[src/rtl/busarb_pkg.sv]
package busarb_pkg;
   localparam int DEF_NUM_REQ = 2;
   localparam int DEF_GAP_W   = 8;

   function automatic int idx_width(input int n);
      return (n > 1) ? $clog2(n) : 1;
   endfunction
endpackage

[src/rtl/busarb_rr_pick.sv]
module busarb_rr_pick
   import busarb_pkg::*;
#(
   parameter int NUM_REQ = DEF_NUM_REQ,
   parameter int IDX_W   = idx_width(NUM_REQ)
) (
   input  logic [NUM_REQ-1:0] req,
   input  logic [IDX_W-1:0]   last,
   output logic               any,
   output logic [IDX_W-1:0]   win
);
   generate
      if (NUM_REQ == 2) begin : g_pair
         // two requesters: a tie goes to the one that did not own last
         always_comb begin
            any = |req;
            if (req[0] && req[1]) win = ~last;
            else                  win = IDX_W'(req[1]);
         end
      end else begin : g_rotate
         // scan from last+1 with wrap; first requester found wins
         always_comb begin
            any = 1'b0;
            win = '0;
            for (int k = 1; k <= NUM_REQ; k++) begin
               int j;
               j = (int'(last) + k) % NUM_REQ;
               if (!any && req[j]) begin
                  any = 1'b1;
                  win = IDX_W'(j);
               end
            end
         end
      end
   endgenerate
endmodule

[src/rtl/busarb_gap_timer.sv]
module busarb_gap_timer
   import busarb_pkg::*;
#(
   parameter int GAP_W = DEF_GAP_W
) (
   input  logic             clk,
   input  logic             rst_n,
   input  logic             clr,
   input  logic             start,
   input  logic [GAP_W-1:0] load_val,
   output logic             gap_ok
);
   logic             busy;
   logic [GAP_W-1:0] cnt;

   always_ff @(posedge clk or negedge rst_n) begin
      if (!rst_n) begin
         busy <= 1'b0;
         cnt  <= '0;
      end else if (clr) begin
         busy <= 1'b0;
         cnt  <= '0;
      end else begin
         if (busy) begin
            if (cnt == '0) busy <= 1'b0;
            else           cnt  <= cnt - 1'b1;
         end
         if (start) begin
            busy <= 1'b1;
            cnt  <= load_val;
         end
      end
   end

   // the last counted edge is itself an edge at which a grant may be made
   assign gap_ok = !busy || (cnt == '0);

   a_r4_count_down: assert property (@(posedge clk) disable iff (!rst_n)
      (busy && !start && !clr && cnt != '0) |=> (cnt == $past(cnt) - 1'b1));

   a_r4_load: assert property (@(posedge clk) disable iff (!rst_n)
      (start && !clr) |=> (busy && cnt == $past(load_val)));

   a_r5_clear: assert property (@(posedge clk) disable iff (!rst_n)
      clr |=> gap_ok);
endmodule

[src/rtl/busarb_owner.sv]
module busarb_owner
   import busarb_pkg::*;
#(
   parameter int NUM_REQ = DEF_NUM_REQ,
   parameter int IDX_W   = idx_width(NUM_REQ)
) (
   input  logic               clk,
   input  logic               rst_n,
   input  logic               en,
   input  logic [NUM_REQ-1:0] req,
   input  logic               gap_ok,
   input  logic               any,
   input  logic [IDX_W-1:0]   win,
   output logic [NUM_REQ-1:0] ack,
   output logic [IDX_W-1:0]   last,
   output logic               release_p
);
   logic busy_bus;

   assign busy_bus  = |ack;
   assign release_p = en && busy_bus && !req[last];

   always_ff @(posedge clk or negedge rst_n) begin
      if (!rst_n) begin
         ack  <= '0;
         last <= IDX_W'(NUM_REQ - 1);
      end else if (!en) begin
         ack  <= '0;
      end else if (busy_bus) begin
         if (!req[last]) ack <= '0;
      end else if (gap_ok && any) begin
         ack  <= NUM_REQ'(1) << win;
         last <= win;
      end
   end

   generate
      for (genvar i = 0; i < NUM_REQ; i++) begin : g_chk
         a_r2_hold: assert property (@(posedge clk) disable iff (!rst_n)
            (en && ack[i] && req[i]) |=> ack[i]);
         a_r3_drop: assert property (@(posedge clk) disable iff (!rst_n)
            (ack[i] && !req[i]) |=> !ack[i]);
         a_r6_grant_to_req: assert property (@(posedge clk) disable iff (!rst_n)
            $rose(ack[i]) |-> $past(req[i]));
         a_r9_owner_match: assert property (@(posedge clk) disable iff (!rst_n)
            ack[i] |-> (last == IDX_W'(i)));
      end
   endgenerate
endmodule

[src/rtl/busmux_rr_arbiter.sv]
module busmux_rr_arbiter
   import busarb_pkg::*;
#(
   parameter int NUM_REQ = DEF_NUM_REQ,
   parameter int GAP_W   = DEF_GAP_W,
   localparam int IDX_W  = idx_width(NUM_REQ)
) (
   input  logic               clk,
   input  logic               rst_n,
   input  logic               mux_en,
   input  logic [GAP_W-1:0]   gap_cfg,
   input  logic [NUM_REQ-1:0] req,
   output logic [NUM_REQ-1:0] ack,
   output logic [IDX_W-1:0]   owner_idx
);
   generate
      if (NUM_REQ < 2) begin : g_bad_num
         $error("busmux_rr_arbiter: NUM_REQ must be at least 2");
      end
      if (GAP_W < 1 || GAP_W > 16) begin : g_bad_gap
         $error("busmux_rr_arbiter: GAP_W must be 1..16");
      end
   endgenerate

   logic             any;
   logic [IDX_W-1:0] win;
   logic             gap_ok;
   logic             release_p;

   busarb_rr_pick #(.NUM_REQ(NUM_REQ), .IDX_W(IDX_W)) i_pick (
      .req  (req),
      .last (owner_idx),
      .any  (any),
      .win  (win)
   );

   busarb_gap_timer #(.GAP_W(GAP_W)) i_gap (
      .clk      (clk),
      .rst_n    (rst_n),
      .clr      (!mux_en),
      .start    (release_p),
      .load_val (gap_cfg),
      .gap_ok   (gap_ok)
   );

   busarb_owner #(.NUM_REQ(NUM_REQ), .IDX_W(IDX_W)) i_owner (
      .clk       (clk),
      .rst_n     (rst_n),
      .en        (mux_en),
      .req       (req),
      .gap_ok    (gap_ok),
      .any       (any),
      .win       (win),
      .ack       (ack),
      .last      (owner_idx),
      .release_p (release_p)
   );

   a_r1_onehot: assert property (@(posedge clk) disable iff (!rst_n)
      $onehot0(ack));

   a_r5_disabled: assert property (@(posedge clk) disable iff (!rst_n)
      !mux_en |=> (ack == '0));

   a_r4_no_early_grant: assert property (@(posedge clk) disable iff (!rst_n)
      ((|ack) && !$past(|ack)) |-> $past(gap_ok));
endmodule

[config.mk]
export PLATFORM = sky130hd
export DESIGN_NAME = busmux_rr_arbiter
export DESIGN_NICKNAME = d
export VERILOG_FILES = /design/src/rtl/busarb_pkg.sv /design/src/rtl/busarb_rr_pick.sv /design/src/rtl/busarb_gap_timer.sv /design/src/rtl/busarb_owner.sv /design/src/rtl/busmux_rr_arbiter.sv
export SDC_FILE = /design/constraint.sdc
export NUM_CORES = 1
export LEC_CHECK = 0
export ABC_AREA = 1
export BUFFER_PORTS_ARGS = -buffer_cell sky130_fd_sc_hd__buf_2
export CAP_MARGIN = 20
export CORE_ASPECT_RATIO = 1.4
export CORE_UTILIZATION = 35
export DETAILED_ROUTE_END_ITERATION = 16
export PLACE_DENSITY = 0.61
export SYNTH_ARGS = -nofsm -noshare
export SYNTH_HDL_FRONTEND = slang
export SYNTH_SLANG_ARGS = --single-unit
[constraint.sdc]
create_clock -name clk -period 1.4 [get_ports clk]
set_input_delay 0.14 -clock clk [delete_from_list [all_inputs] [get_ports clk]]
set_output_delay 0.14 -clock clk [all_outputs]
set_load 0.01 [all_outputs]
---- After elaboration in Yosys (flattened, before gate mapping) ----
Cells that the tools add are included.
word-level totals
  register bits after elaboration ......... 12
  output and inout bits ................... 3
cells by class
  add/sub/neg operators ................... 1
  order comparisons ....................... 1
  eq/ne operators ......................... 4
  shifts and indexed selects .............. 1
  multiplexer cells ....................... 15
  bitwise gates (word level) .............. 2
  reductions and logical operators ........ 13
operator list
  kind                   number
  $mux W8                4
  $logic_not A8 Y1       1
  $mux W2                4
  $sub A8 B1 Y8 const B  1
  $mux W1                7
  $ne A3 B1 Y1 const B   2
  $logic_and A1 B1 Y1    4
  $reduce_and A2 Y1      2
  $reduce_or A2 Y1       2
  $ne A3 B2 Y1 const B   1
  $ne A3 B3 Y1 const B   1
  $reduce_and A3 Y1      1
  $logic_not A1 Y1       2
  $lt A1 B2 Y1 const B   1
  $not A1 Y1             2
  $shl A1 B1 Y2 const A  1
  $logic_or A1 B1 Y1     1

---- Depth between registers and ports, before layout ----
  depth in word-level cells ............... 6
  gate-level depth with buffers ........... 9
  gate-level depth less buffers ........... 9

---- Modules after synthesis ----
From an unflattened synthesis, not the netlist that was laid out.
unflattened totals
  cells, all modules ...................... 125
  area, all modules ....................... 828.3 um^2
by module, submodules not included
  module             times used  cells an instance  area an instance (um^2)  sequential area each (um^2)
  busarb_gap_timer   1           96                 639.4                    225.2
  busarb_owner       1           25                 170.2                    76.3
  busarb_rr_pick     1           3                  15.0                     0.0
  busmux_rr_arbiter  1           1                  3.8                      0.0

---- Worst setup path before layout ----
Ideal clock, no wire load.
  path kind ............................... register to register
  start point ............................. register i_gap.cnt[0]
  end point ............................... register i_owner.ack[1]
  arrival ................................. 1.282 ns
  path slack .............................. 0.053 ns
  stages on the path, launching flop included .. 8
  buffers on the path ..................... 0
  clock period less this slack ............ 1.347 ns
  cell sequence ........................... dfrtp_1 > inv_1 > ha_1 > nand2_1 > o21ai_4 > nand3_2 > or2_1 > nand2_1
on the way
  longest elaborated chain between the ends .. 5
ends and longest elaborated chain
  item                                RTL line                text
  from (decl)                         busarb_gap_timer.sv:14  logic [GAP_W-1:0] cnt;
  from (signal assigned)              busarb_gap_timer.sv:26  else cnt <= cnt - 1'b1;
  from (signal assigned)              busarb_gap_timer.sv:30  cnt <= load_val;
  $logic_not A8 Y1                    busarb_gap_timer.sv:36  assign gap_ok = !busy || (cnt == '0);
  $logic_or A1 B1 Y1                  busarb_gap_timer.sv:36
  $logic_and A1 B1 Y1                 busarb_owner.sv:31      end else if (gap_ok && any) begin
  $ne A3 B1 Y1 (no source line)       --
  $reduce_and A2 Y1 (no source line)  --
  to (signal assigned)                busarb_owner.sv:32      ack <= NUM_REQ'(1) << win;
  to (decl)                           busarb_owner.sv:14      output logic [NUM_REQ-1:0] ack,
Every way passes these cells.
A chain may end at the register's enable or synchronous reset.

---- Final worst setup path ----
  start point ............................. register i_gap.cnt[0]
  end point ............................... register i_owner.last
on the way
  longest elaborated chain between the ends .. 4
ends and longest elaborated chain
  item                                RTL line                text
  $logic_not A8 Y1                    busarb_gap_timer.sv:36
  $logic_or A1 B1 Y1                  busarb_gap_timer.sv:36
  $logic_and A1 B1 Y1                 busarb_owner.sv:31
  $reduce_and A3 Y1 (no source line)  --
  to (signal assigned)                busarb_owner.sv:26      last <= IDX_W'(NUM_REQ - 1);
  to (signal assigned)                busarb_owner.sv:33      last <= win;
  to (decl)                           busarb_owner.sv:15      output logic [IDX_W-1:0] last,
Every way passes these cells.

==> impl_results.md <==
* Status: finished, violations left
* Failing checks: DRC, setup timing
* # fillers at 216
* RSZ-0062 raised after global routing: true
* Final-report setup violation count at 6
* Post-route insts no fill at 183
* Switch Pwr at 0.000958 W
* Core Rows at 20
* Min cycle time layout at 1460 ps
* Switching Share at 0.442
* Prevailing post-synth register cell: dfrtp_1
* Synth cell types at 22
* GRT overflow at 0
* Combinational power share at 0.631
* HPWL after DPL at 1670 µm
* Final instance area at 1260 µm²
* Final Slew Violations at 0
* TritonCTS Buffers at 3
* H-tree depth at 1
* Slew headroom at 0.812
* Max Clock Skew at 1.66 ps
* Vias in the first global route at 896
* Layout area overhead at 47.5%
* Final Cycle Share at 1.04
* Reg area at 302 µm²
* Synth Cell Area at 853 µm²
* Final hold vios at 0
* Largest net degree at the start of global routing at 13
* Sequential share of power at 0.242
* Vias at 919
* Ys Warns at 0
* Clock Latency Late Sink at 270 ps
* Async SR Flop Fraction at 1.00
* Root Driver: clkbuf_4
* Sequential share of the synthesized area at 0.353
* Multi-input gate area at 606 µm²
* Bufs on Longest Clock Path at 2
* Final net count at 177
* Slew @ Worst Pin at 281 ps
* Critical Path RT at 1610 ps
* GRT Overall Usage at 0.188
* Syn avg cell area at 6.77 µm²
* Yosys reg bits at 12
* Total routed wirelength at 2250 µm
* CP arrival at 1680 ps
* Area of placed instances at 1050 µm²
* PnR worst setup slack at -62.6 ps
* Hold_ws at 165 ps
* Post-synth EDFFs at 0
* DRT Pass-1 Iters at 10
* Mapped Cells at 126
* Number of routed nets with antenna violations at 0
* CTS tree: yes
* Starting DRC count in detailed routing at 21
* Fin util at 0.565
* Fmax achieved at 684 MHz
* Io pins at 16
* Pwr per Cell Area at 1720 nW/µm²
* PortBufs at 15
* Internal power at 0.00121 W
* Clk slew on worst S/H paths at 80 ps
* Global-route wire length before repair at 3590 µm
* Setup_tns at -165 ps
* Starting Density at 0.383
* Min-Delay Path Class: in -> reg
* Crit. End Element: flip-flop
* Cell Count Post-Placement at 176
* Antenna diodes at 0
* Die Area at 2640 µm²
* Static Leak at 0.667 nW
* Max Cap Viol at 0
* Crit start category: flip-flop
* Die Y at 60.4 µm
* Antenna violations before repair at 0
* Layout cell share with drive strength beyond 1 at 0.466
* Sinks on Clock Net at 12
* Die width at 43.7 µm
* Worst-path fanout max at 6
* Vias per cell at 5.02
* Routability cong. at 0.867
* VDD IR max at 927 µV
* Core region area at 2230 µm²
* DRC Markers at 1
* WL/cell at 12.3 µm
* Clock share of power at 0.126
* Syn nets at 141
* Critical path class: reg -> reg
-- through the flow --
| step | worst slack (ps) | power [W] |
|---|---|---|
| floorplan | 52.9 | 0.00124 |
| global placement | -55.2 | 0.00162 |
| detailed placement | -58.1 | 0.00163 |
| CTS | -14.8 | 0.00193 |
| global route | -140 | 0.00238 |
| finish | -62.6 | 0.00217 |
-- cell usage after synthesis, types with 2 or more instances --
cell type	n	area, µm²
dfrtp_1	11	275
o21ai_0	6	30.0
o21ai_1	3	15.0
inv_1	14	52.6
ha_1	2	25.0
nand3_1	12	60.1
nand2_1	50	188
inv_2	2	7.51
nand2_2	3	18.8
nand4_1	2	12.5
nor2_2	2	12.5
nor2_1	8	30.0
nand3_2	2	20.0
-- power groups by stage --
| stage | logic [W] | registers [W] | clock network, W |
|---|---|---|---|
| floorplan | 0.000695 | 0.000548 | 0 |
| global placement | 0.00110 | 0.000518 | 0 |
| detailed placement | 0.00111 | 0.000522 | 0 |
| CTS | 0.00114 | 0.000516 | 0.000279 |
| global route | 0.00154 | 0.000539 | 0.000295 |
| finish | 0.00137 | 0.000525 | 0.000273 |
-- routing by layer --
layer  track usage  share of wire
met4        0.0804          0.015
met2         0.350           0.57
met5             0              0
met3        0.0268          0.028
met1         0.210           0.39
-- path summary, 6_finish.rpt --
check | from | to | slack [ps] | cells past startpoint
setup / recovery | i_gap.cnt[0] | i_owner.last | -60 | 7
hold / removal | gap_cfg[0] | i_gap.cnt[0] | 170 | 3
setup reg to reg | i_gap.cnt[0] | i_owner.last | -60 | 7
hold reg to reg | i_owner.ack[0] | i_owner.ack[0] | 560 | 2
max in group asynchronous | rst_n | i_owner.last | 850 | 2
min in group asynchronous | rst_n | i_gap.cnt[2] | 280 | 2
-- worst max-delay path, stage by stage, from the launching register on --
cell and delay (ps):
dfrtp_1 390, inv_2 80, ha_4 140, nand2_4 50
o21ai_4 280, nand3_2 120, or2_1 260, nand2_1 80
-- logic make-up after synthesis --
kind of cell | share of synthesized area
and+or+nand+nor | 0.433
buffers and inverters | 0.0836
AOI/OAI and AO/OA | 0.101
DFF | 0.353
adders and majority gates | 0.0293
-- layout make-up --
cell class | instances | share of cell area
Tap cell | 22 | 0.0219
Sequential cell | 12 | 0.240
Multi-Input combinational cell | 97 | 0.481
Inverter | 16 | 0.0537
Timing Repair Buffer | 32 | 0.175
Clock buffer | 4 | 0.0288
-- registers in the layout (all words and copies together) (netlist names) --
| name | count |
|---|---|
| i_owner.last | 1 |
| i_gap.cnt | 8 |
| i_owner.ack | 2 |
| i_gap.busy | 1 |
-- placed cells by master (no fill, tap or decap), drive strengths merged --
cell / n
dlygate4sd3: 1
ha: 2
nand4: 2
a21oi: 1
or2: 1
nor2: 11
dfrtp: 11
o211ai: 1
dfstp: 1
inv: 16
buf: 31
o21ai: 11
nand2: 53
nand3: 14
nor3: 1
clkbuf: 4
-- repair_timing --
item,4_1_cts,5_1_grt
pin swaps,2,16
endpoints found under the setup margin,10,11
hold endpoints to repair,11,0
setup buffers,1,1
hold buffers,1,0
resized for setup,6,39
Power figures use the tool's default switching activity.
